### config.mk
export PLATFORM = sky130hd
export DESIGN_NAME = ldaddr_unit
export DESIGN_NICKNAME = d
export VERILOG_FILES = /design/src/rtl/ldaddr_pkg.sv /design/src/rtl/ldaddr_offset.sv /design/src/rtl/ldaddr_agen.sv /design/src/rtl/ldaddr_bytefmt.sv /design/src/rtl/ldaddr_unit.sv
export SDC_FILE = /design/constraint.sdc
export NUM_CORES = 1
export LEC_CHECK = 0
export BUFFER_PORTS_ARGS = -buffer_cell sky130_fd_sc_hd__buf_4
export CELL_PAD_IN_SITES_DETAIL_PLACEMENT = 0
export CELL_PAD_IN_SITES_GLOBAL_PLACEMENT = 1
export CORE_UTILIZATION = 33
export CTS_CLUSTER_SIZE = 12
export DETAILED_ROUTE_END_ITERATION = 10
export GPL_ROUTABILITY_DRIVEN = 1
export PLACE_DENSITY = 0.77
export SETUP_SLACK_MARGIN = 0.4
export SYNTH_ARGS = -nofsm -noshare
export SYNTH_HDL_FRONTEND = slang
export SYNTH_SLANG_ARGS = --single-unit
### constraint.sdc
create_clock -name clk -period 3.5 [get_ports clk]
set_clock_uncertainty 0.05 [all_clocks]
set_input_delay 0.175 -clock clk [delete_from_list [all_inputs] [get_ports clk]]
set_output_delay 0.175 -clock clk [all_outputs]
set_load 0.02 [all_outputs]
### src/rtl/ldaddr_pkg.sv
package ldaddr_pkg;
   typedef enum logic [1:0] {
      AM_OFFSET = 2'd0,
      AM_PRE    = 2'd1,
      AM_POST   = 2'd2,
      AM_RSVD   = 2'd3
   } amode_e;

   typedef enum logic [1:0] {
      OS_IMM     = 2'd0,
      OS_REG     = 2'd1,
      OS_REG_SHL = 2'd2,
      OS_RSVD    = 2'd3
   } osrc_e;
endpackage

### src/rtl/ldaddr_offset.sv
module ldaddr_offset #(
   parameter int XLEN  = 32,
   parameter int IMM_W = 12,
   parameter int SH_W  = 2
) (
   input  logic [IMM_W-1:0] imm,
   input  logic [XLEN-1:0]  idx,
   input  logic [SH_W-1:0]  shamt,
   input  logic [1:0]       src,
   output logic [XLEN-1:0]  off
);
   import ldaddr_pkg::*;

   logic [XLEN-1:0] imm_ext;

   generate
      if (IMM_W < XLEN) begin : g_pad
         assign imm_ext = {{(XLEN-IMM_W){1'b0}}, imm};
      end else begin : g_full
         assign imm_ext = imm[XLEN-1:0];
      end
   endgenerate

   always_comb begin
      case (osrc_e'(src))
         OS_IMM:  off = imm_ext;
         OS_REG:  off = idx;
         default: off = idx << shamt;
      endcase
   end
endmodule

### src/rtl/ldaddr_agen.sv
module ldaddr_agen #(
   parameter int XLEN       = 32,
   parameter bit ONE_ADDER  = 1'b1
) (
   input  logic [XLEN-1:0] base,
   input  logic [XLEN-1:0] off,
   input  logic            sub_sel,
   input  logic [1:0]      amode,
   output logic [XLEN-1:0] eff,
   output logic [XLEN-1:0] upd,
   output logic            wb_en
);
   import ldaddr_pkg::*;

   generate
      if (ONE_ADDER) begin : g_one
         logic [XLEN-1:0] opnd;
         assign opnd = off ^ {XLEN{sub_sel}};
         assign upd  = base + opnd + {{(XLEN-1){1'b0}}, sub_sel};
      end else begin : g_two
         assign upd = sub_sel ? (base - off) : (base + off);
      end
   endgenerate

   always_comb begin
      case (amode_e'(amode))
         AM_PRE: begin
            eff   = upd;
            wb_en = 1'b1;
         end
         AM_POST: begin
            eff   = base;
            wb_en = 1'b1;
         end
         default: begin
            eff   = upd;
            wb_en = 1'b0;
         end
      endcase
   end
endmodule

### src/rtl/ldaddr_bytefmt.sv
module ldaddr_bytefmt #(
   parameter int XLEN = 32,
   localparam int LANES = XLEN / 8,
   localparam int LB    = $clog2(LANES)
) (
   input  logic [XLEN-1:0] word,
   input  logic [LB-1:0]   lane_sel,
   input  logic            sext,
   output logic [XLEN-1:0] result
);
   logic [7:0] lanes [LANES];
   logic [7:0] pick;

   genvar g;
   generate
      for (g = 0; g < LANES; g++) begin : g_lane
         assign lanes[g] = word[g*8 +: 8];
      end
   endgenerate

   assign pick   = lanes[lane_sel];
   assign result = {{(XLEN-8){sext & pick[7]}}, pick};
endmodule

### src/rtl/ldaddr_unit.sv
module ldaddr_unit #(
   parameter int XLEN      = 32,
   parameter int IMM_W     = 12,
   parameter int SH_W      = 2,
   parameter bit ONE_ADDER = 1'b1
) (
   input  logic             clk,
   input  logic             rst_n,
   input  logic             in_valid,
   input  logic [XLEN-1:0]  base,
   input  logic [IMM_W-1:0] imm,
   input  logic [XLEN-1:0]  idx,
   input  logic [SH_W-1:0]  shamt,
   input  logic [1:0]       off_src,
   input  logic             sub_sel,
   input  logic [1:0]       amode,
   input  logic             sext,
   input  logic [XLEN-1:0]  mem_word,
   output logic             out_valid,
   output logic [XLEN-1:0]  eff_addr,
   output logic [XLEN-1:0]  wb_data,
   output logic             wb_en,
   output logic [XLEN-1:0]  ld_data
);
   localparam int LANES = XLEN / 8;
   localparam int LB    = $clog2(LANES);

   generate
      if ((XLEN % 8) != 0 || XLEN < 16) begin : g_bad_xlen
         $error("XLEN must be a multiple of 8 and at least 16");
      end
      if (IMM_W < 1 || IMM_W > XLEN) begin : g_bad_imm
         $error("IMM_W must lie in 1..XLEN");
      end
      if (SH_W < 1 || SH_W > $clog2(XLEN)) begin : g_bad_sh
         $error("SH_W out of range");
      end
   endgenerate

   logic [XLEN-1:0] off_w, eff_w, upd_w, ld_w;
   logic            wbe_w;

   ldaddr_offset #(.XLEN(XLEN), .IMM_W(IMM_W), .SH_W(SH_W)) u_off (
      .imm   (imm),
      .idx   (idx),
      .shamt (shamt),
      .src   (off_src),
      .off   (off_w)
   );

   ldaddr_agen #(.XLEN(XLEN), .ONE_ADDER(ONE_ADDER)) u_agen (
      .base    (base),
      .off     (off_w),
      .sub_sel (sub_sel),
      .amode   (amode),
      .eff     (eff_w),
      .upd     (upd_w),
      .wb_en   (wbe_w)
   );

   ldaddr_bytefmt #(.XLEN(XLEN)) u_fmt (
      .word     (mem_word),
      .lane_sel (eff_w[LB-1:0]),
      .sext     (sext),
      .result   (ld_w)
   );

   always_ff @(posedge clk) begin
      if (!rst_n) begin
         out_valid <= 1'b0;
         eff_addr  <= '0;
         wb_data   <= '0;
         wb_en     <= 1'b0;
         ld_data   <= '0;
      end else begin
         out_valid <= in_valid;
         if (in_valid) begin
            eff_addr <= eff_w;
            wb_data  <= upd_w;
            wb_en    <= wbe_w;
            ld_data  <= ld_w;
         end
      end
   end
endmodule

# Word level (Yosys, flattened, before mapping)

Cells that the tools add are included.

Bitwise operators: 3
Eq/ne operators: 3
Order comparisons: 1
Shifts and indexed selects: 1
$add $sub $neg: 2
Reductions and logical operators: 2
Muxes and demuxes: 6

Operators with widths:

| operator           | number |
|---|---|
| $pmux 32 s2        | 1 |
| $add 32x1->32      | 1 |
| $add 32x32->32     | 1 |
| $mux 32            | 1 |
| $shl 32x2->32      | 1 |
| $xor 32x32->32     | 1 |
| $bmux 8 s2         | 1 |
| $mux 8             | 2 |
| $eq 2x1->1 const B | 2 |
| $ge 3x3->1 const B | 1 |
| $not 2->3          | 1 |
| $eq 2x2->1 const B | 1 |
| $logic_not 2->1    | 1 |
| $reduce_or 2->1    | 1 |
| $and 1x1->1        | 1 |
| $mux 1             | 1 |

Flip-flop bits (word level): 75
Output and inout port bits: 98
Input bits: 119
Logic and storage cells: 23

# Logic depth before layout (Yosys ltp)

Depth after elaboration: 11
Gate-level depth with buffers: 17
Depth with buffers taken out: 14

# Modules after synthesis

From an unflattened synthesis, not the netlist that was laid out.

Cells, all modules: 821
Area total of the unflattened synthesis: 7676.1 µm²

By module, submodules not included:

| module         | cells an instance | seq. area each (µm²) | times used | area an instance (µm²) |
|---|---|---|---|---|
| ldaddr_unit    | 314               | 1961.9               | 1          | 3687.3 |
| ldaddr_agen    | 334               | 0.0                  | 1          | 2501.1 |
| ldaddr_offset  | 139               | 0.0                  | 1          | 1087.3 |
| ldaddr_bytefmt | 34                | 0.0                  | 1          | 400.4 |

# Worst setup path before layout

No wires, ideal clock.

Path kind: input to register
From: input shamt[1]
To: register wb_data[24]
Arrival: 3629 ps
Slack: -294 ps
Required time: 3335 ps
Library setup time: 115 ps
Stages on the path: 16
Path buffers: 4
Cell sequence: buf_2 > buf_1 > buf_1 > mux4_2 > mux2i_1 > xnor2_1 > ha_1 > buf_2 > a21oi_2 > o211ai_1 > nor4_2 > o31ai_4 > a311oi_2 > xnor2_1 > o21ai_1 > and2_1

Longest elaborated chain between the ends: 5

Ends and longest elaborated chain:

| item                   | RTL line            | RTL |
|---|---|---|
| start: declaration     | ldaddr_unit.sv:13   | `input logic [SH_W-1:0] shamt,` |
| $shl 32x2->32          | ldaddr_offset.sv:28 | `default: off = idx << shamt;` |
| $pmux 32 s2            | ldaddr_offset.sv:25 | `case (osrc_e'(src))` |
| $xor 32x32->32         | ldaddr_agen.sv:18   | `assign opnd = off ^ {XLEN{sub_sel}};` |
| $add 32x32->32         | ldaddr_agen.sv:19   | `assign upd = base + opnd + {{(XLEN-1){1'b0}}, sub_sel};` |
| $add 32x1->32          | ldaddr_agen.sv:19   |  |
| end signal: assignment | ldaddr_unit.sv:79   | `wb_data <= upd_w;` |
| end: declaration       | ldaddr_unit.sv:21   | `output logic [XLEN-1:0] wb_data,` |

Every way passes these cells.
A chain may end at the register's enable or synchronous reset.

# Final worst setup path

Same ends and word-level chain as after synthesis.

==> impl_metrics.json <==
{
  "grt_pass1_vias": 5908,
  "io_pins": 217,
  "crit_path_max_fanout": 15,
  "vias": 6838,
  "cp-end-kind": "flip-flop",
  "power.switching_uw": 1641,
  "tightestPinTransition_ns": 0.8833,
  "core_um2": 19650,
  "gr-total-overflow": 0,
  "crit-reg2reg-launch": "ld_data[8]",
  "yosys-top-cells-area": "dfxtp_1 (23%), mux2i_1 (14%), xnor2_1 (6.4%)",
  "period_minus_slack_ns": 3.043,
  "gp_congestion": 0.8811,
  "ff2ff_path_depth": 2,
  "synth-seq-cells": 75,
  "drv_slew": 0,
  "clkTransAtPathRegs_ns": 0.06,
  "synth_edf_count": 0,
  "die_w_um": 144.1,
  "die-area_um2": 20770,
  "finalNonFillerCells": 1313,
  "top_usage_layer": "met1",
  "netlist.area_leader.share": 0.2253,
  "diodes": 0,
  "root_buffer": "clkbuf_16",
  "wl_per_cell_um": 16.74,
  "cts_buffers": 9,
  "cp.required_ns": 3.68,
  "synth_area_um2": 6664,
  "rsz0062_at_grt": "yes",
  "drc": 0,
  "synth_ff_type": "dfxtp_1",
  "hold_end": "eff_addr[25]",
  "syn_area_per_cell_um2": 7.896,
  "p_leak_uw": 0.004200,
  "vdd_drop_max_uv": 254.0,
  "finalWirelength_mm": 21.98,
  "synth_fp_nets": 995,
  "critPathKind": "input pin to flip-flop",
  "clock_sinks": 75,
  "placed_cells": 1276,
  "met3_usage": 0.01689,
  "cp.depth": 16,
  "antenna_found_initial": 0,
  "grt_pass1_wl_mm": 32.57,
  "fin_nets": 1194,
  "synth.most_common_cell": "mux2i_1",
  "ys_warn_count": 0,
  "finalCritPeriodShare": 0.8694,
  "crit_path_start": "shamt[1]",
  "grtUsageMet2": 0.2896,
  "clockBufferDepth": 2,
  "synth_commonest_cells": "mux2i_1 (93), a21oi_1 (77), dfxtp_1 (75), nand2_1 (71), nor2_1 (66)",
  "ant_nets": 0,
  "fp.dieH_um": 144.1,
  "hold_viol_final": 0,
  "crit_buf_inv": 4,
  "whs_ns": 0.02900,
  "rows": 51,
  "numPortBuffers": 216,
  "worstSkewPairLatency_ns": 0.33,
  "swShare": 0.3906,
  "path_cells": "buf_12 > buf_8 > buf_4 > mux4_2 > mux2i_1 > xnor2_1 > ha_1 > nand2_2 > a2111oi_4 > buf_4 > nor4_4 > o31ai_4 > a311oi_2 > xnor2_1 > o21ai_1 > and2_1",
  "grt_max_degree": 80,
  "combPwrFrac": 0.522,
  "drt_iter0_drc": 372,
  "cts_tree": "done",
  "p_per_area_nw_per_um2": 452.3,
  "synth_cell_type_count": 67,
  "slowest_stage": "ha_1",
  "num-fill-cells": 2003,
  "critPathTopFamily": "compound AO/OA/AOI/OAI gates",
  "intPower_uw": 2560,
  "status": "completed",
  "synthArstFlopShare": 0,
  "hold_path.startpoint": "base[25]",
  "cp.arrival_ns": 3.22,
  "grt_use_total": 0.2031,
  "reg2reg_slack_ns": 2.38,
  "cap_viol_max_count": 0,
  "fmax_mhz": 328.7,
  "firstDrtPassIters": 5,
  "synth_area_leader_cell": "dfxtp_1",
  "seqPwrFrac": 0.253,
  "synthesis.instances": 844,
  "clkPwrFrac": 0.225,
  "area_growth_syn_to_layout_pct": 39.39,
  "viasPerCell": 5.208,
  "seq_area_frac_synth": 0.2253,
  "hp-class": "input pin to flip-flop",
  "hold_depth": 3,
  "met1_usage": 0.3193,
  "setup_viol": 0,
  "rr_endpoint": "ld_data[8]",
  "start_kind": "input pin",
  "cpPeakStageDelay_ns": 0.38,
  "dp_hpwl_mm": 17.12,
  "cts_max_level": 3,
  "start_util": 0.3391,
  "max_slew_margin": 0.4112,
  "layout-drive-gt1-share": 0.3426
}
## per-stage QoR
stage | utilization | area [um^2] | setup WS, ns | power (uW) | TNS (ns)
2_1_floorplan | - | 6799 | 0.4101 | 2406 | 0
3_3_place_gp | 0.4352 | 8553 | -0.04262 | 3108 | -0.04262
3_5_place_dp | 0.4352 | 8553 | -0.01821 | 3116 | -0.01821
4_1_cts | 0.4535 | 8914 | 0.3876 | 4087 | 0
5_1_grt | 0.4726 | 9289 | 0.3249 | 4450 | 0
6_report | 0.4726 | 9289 | 0.4573 | 4201 | 0
## layout make-up
cell class                      count  area (um^2)  share of cell area
Multi-Input combinational cell    661         4916              0.5292
Sequential cell                    75         1501              0.1616
Clock inverter                      4        48.80            0.005253
Tap cell                          265        331.6             0.03570
Timing Repair Buffer              272         2145              0.2309
Clock buffer                       12        256.5             0.02761
Inverter                           24        90.09            0.009698
## metal layers
layer / vias up / share of wire / wire length (um)
li1: 3429 / - / -
met5: - / 0 / 0
met1: 3129 / 0.51 / 11180
met2: 267 / 0.42 / 9153
met4: 0 / 0.011 / 250
met3: 13 / 0.063 / 1390
## sequential cells by signal, indices dropped and copies added (netlist names)
| signal | cells |
|---|---|
| wb_data | 32 |
| eff_addr | 32 |
| wb_en | 1 |
| ld_data | 9 |
| out_valid | 1 |
## power groups by stage
stage / Combinational, uW / Clock (uW) / Sequential (uW)
after CTS: 2060 / 962 / 1060
after detailed placement: 2040 / 0 / 1080
after floorplan: 1190 / 0 / 1220
final: 2190 / 943 / 1060
after global placement: 2030 / 0 / 1080
after global routing: 2380 / 994 / 1080
## cell families after synthesis
kind of cell,count (synthesis),synth area share
compound gates,236,0.2249
simple gates,224,0.1607
buf+inv,109,0.07698
mux,109,0.1722
flops,75,0.2253
xor+xnor,59,0.07867
fa+ha+maj,32,0.06121
## cell usage in the layout (no fill, tap or decap), drive strengths merged, types with 3 or more instances in the layout
cell,instances
a211oi,10
nand3,26
and2,7
nand2b,9
dfxtp,75
ha,31
nor3b,8
o21bai,8
a31oi,16
a21o,8
clkbuf,14
o221ai,3
xnor2,49
a21boi,3
buf,270
xor2,10
inv,24
and4,3
o21ai,57
a32oi,3
nor2,67
mux4,3
nor2b,9
o211ai,6
clkinv,3
nand4,10
mux2i,94
o21a,6
mux2,13
a21oi,78
a22oi,18
and3,3
a311oi,5
nand2,71
## worst min-delay path, delay by kind of cell
family | cells | cell delay (ns)
AO/OA/AOI/OAI | 2 | 0.12
buffers and inverters | 1 | 0.09
## worst max path at each step
| stage | slack, ns | end |
|---|---|---|
| after global routing | 0.32 | wb_data[24] |
| final | 0.46 | wb_data[24] |
| after global placement | -0.04 | eff_addr[20] |
| after detailed placement | -0.02 | eff_addr[20] |
| after CTS | 0.39 | eff_addr[25] |
| after floorplan | 0.41 | wb_data[27] |
## timing repair
action	in CTS	in global routing
endpoints found under the setup margin	2	38
setup buffers	5	13
pin swaps	8	33
hold buffers	0	0
resized for setup	4	53
gates cloned	0	3
No activity file was read; power rests on OpenSTA's default activity.
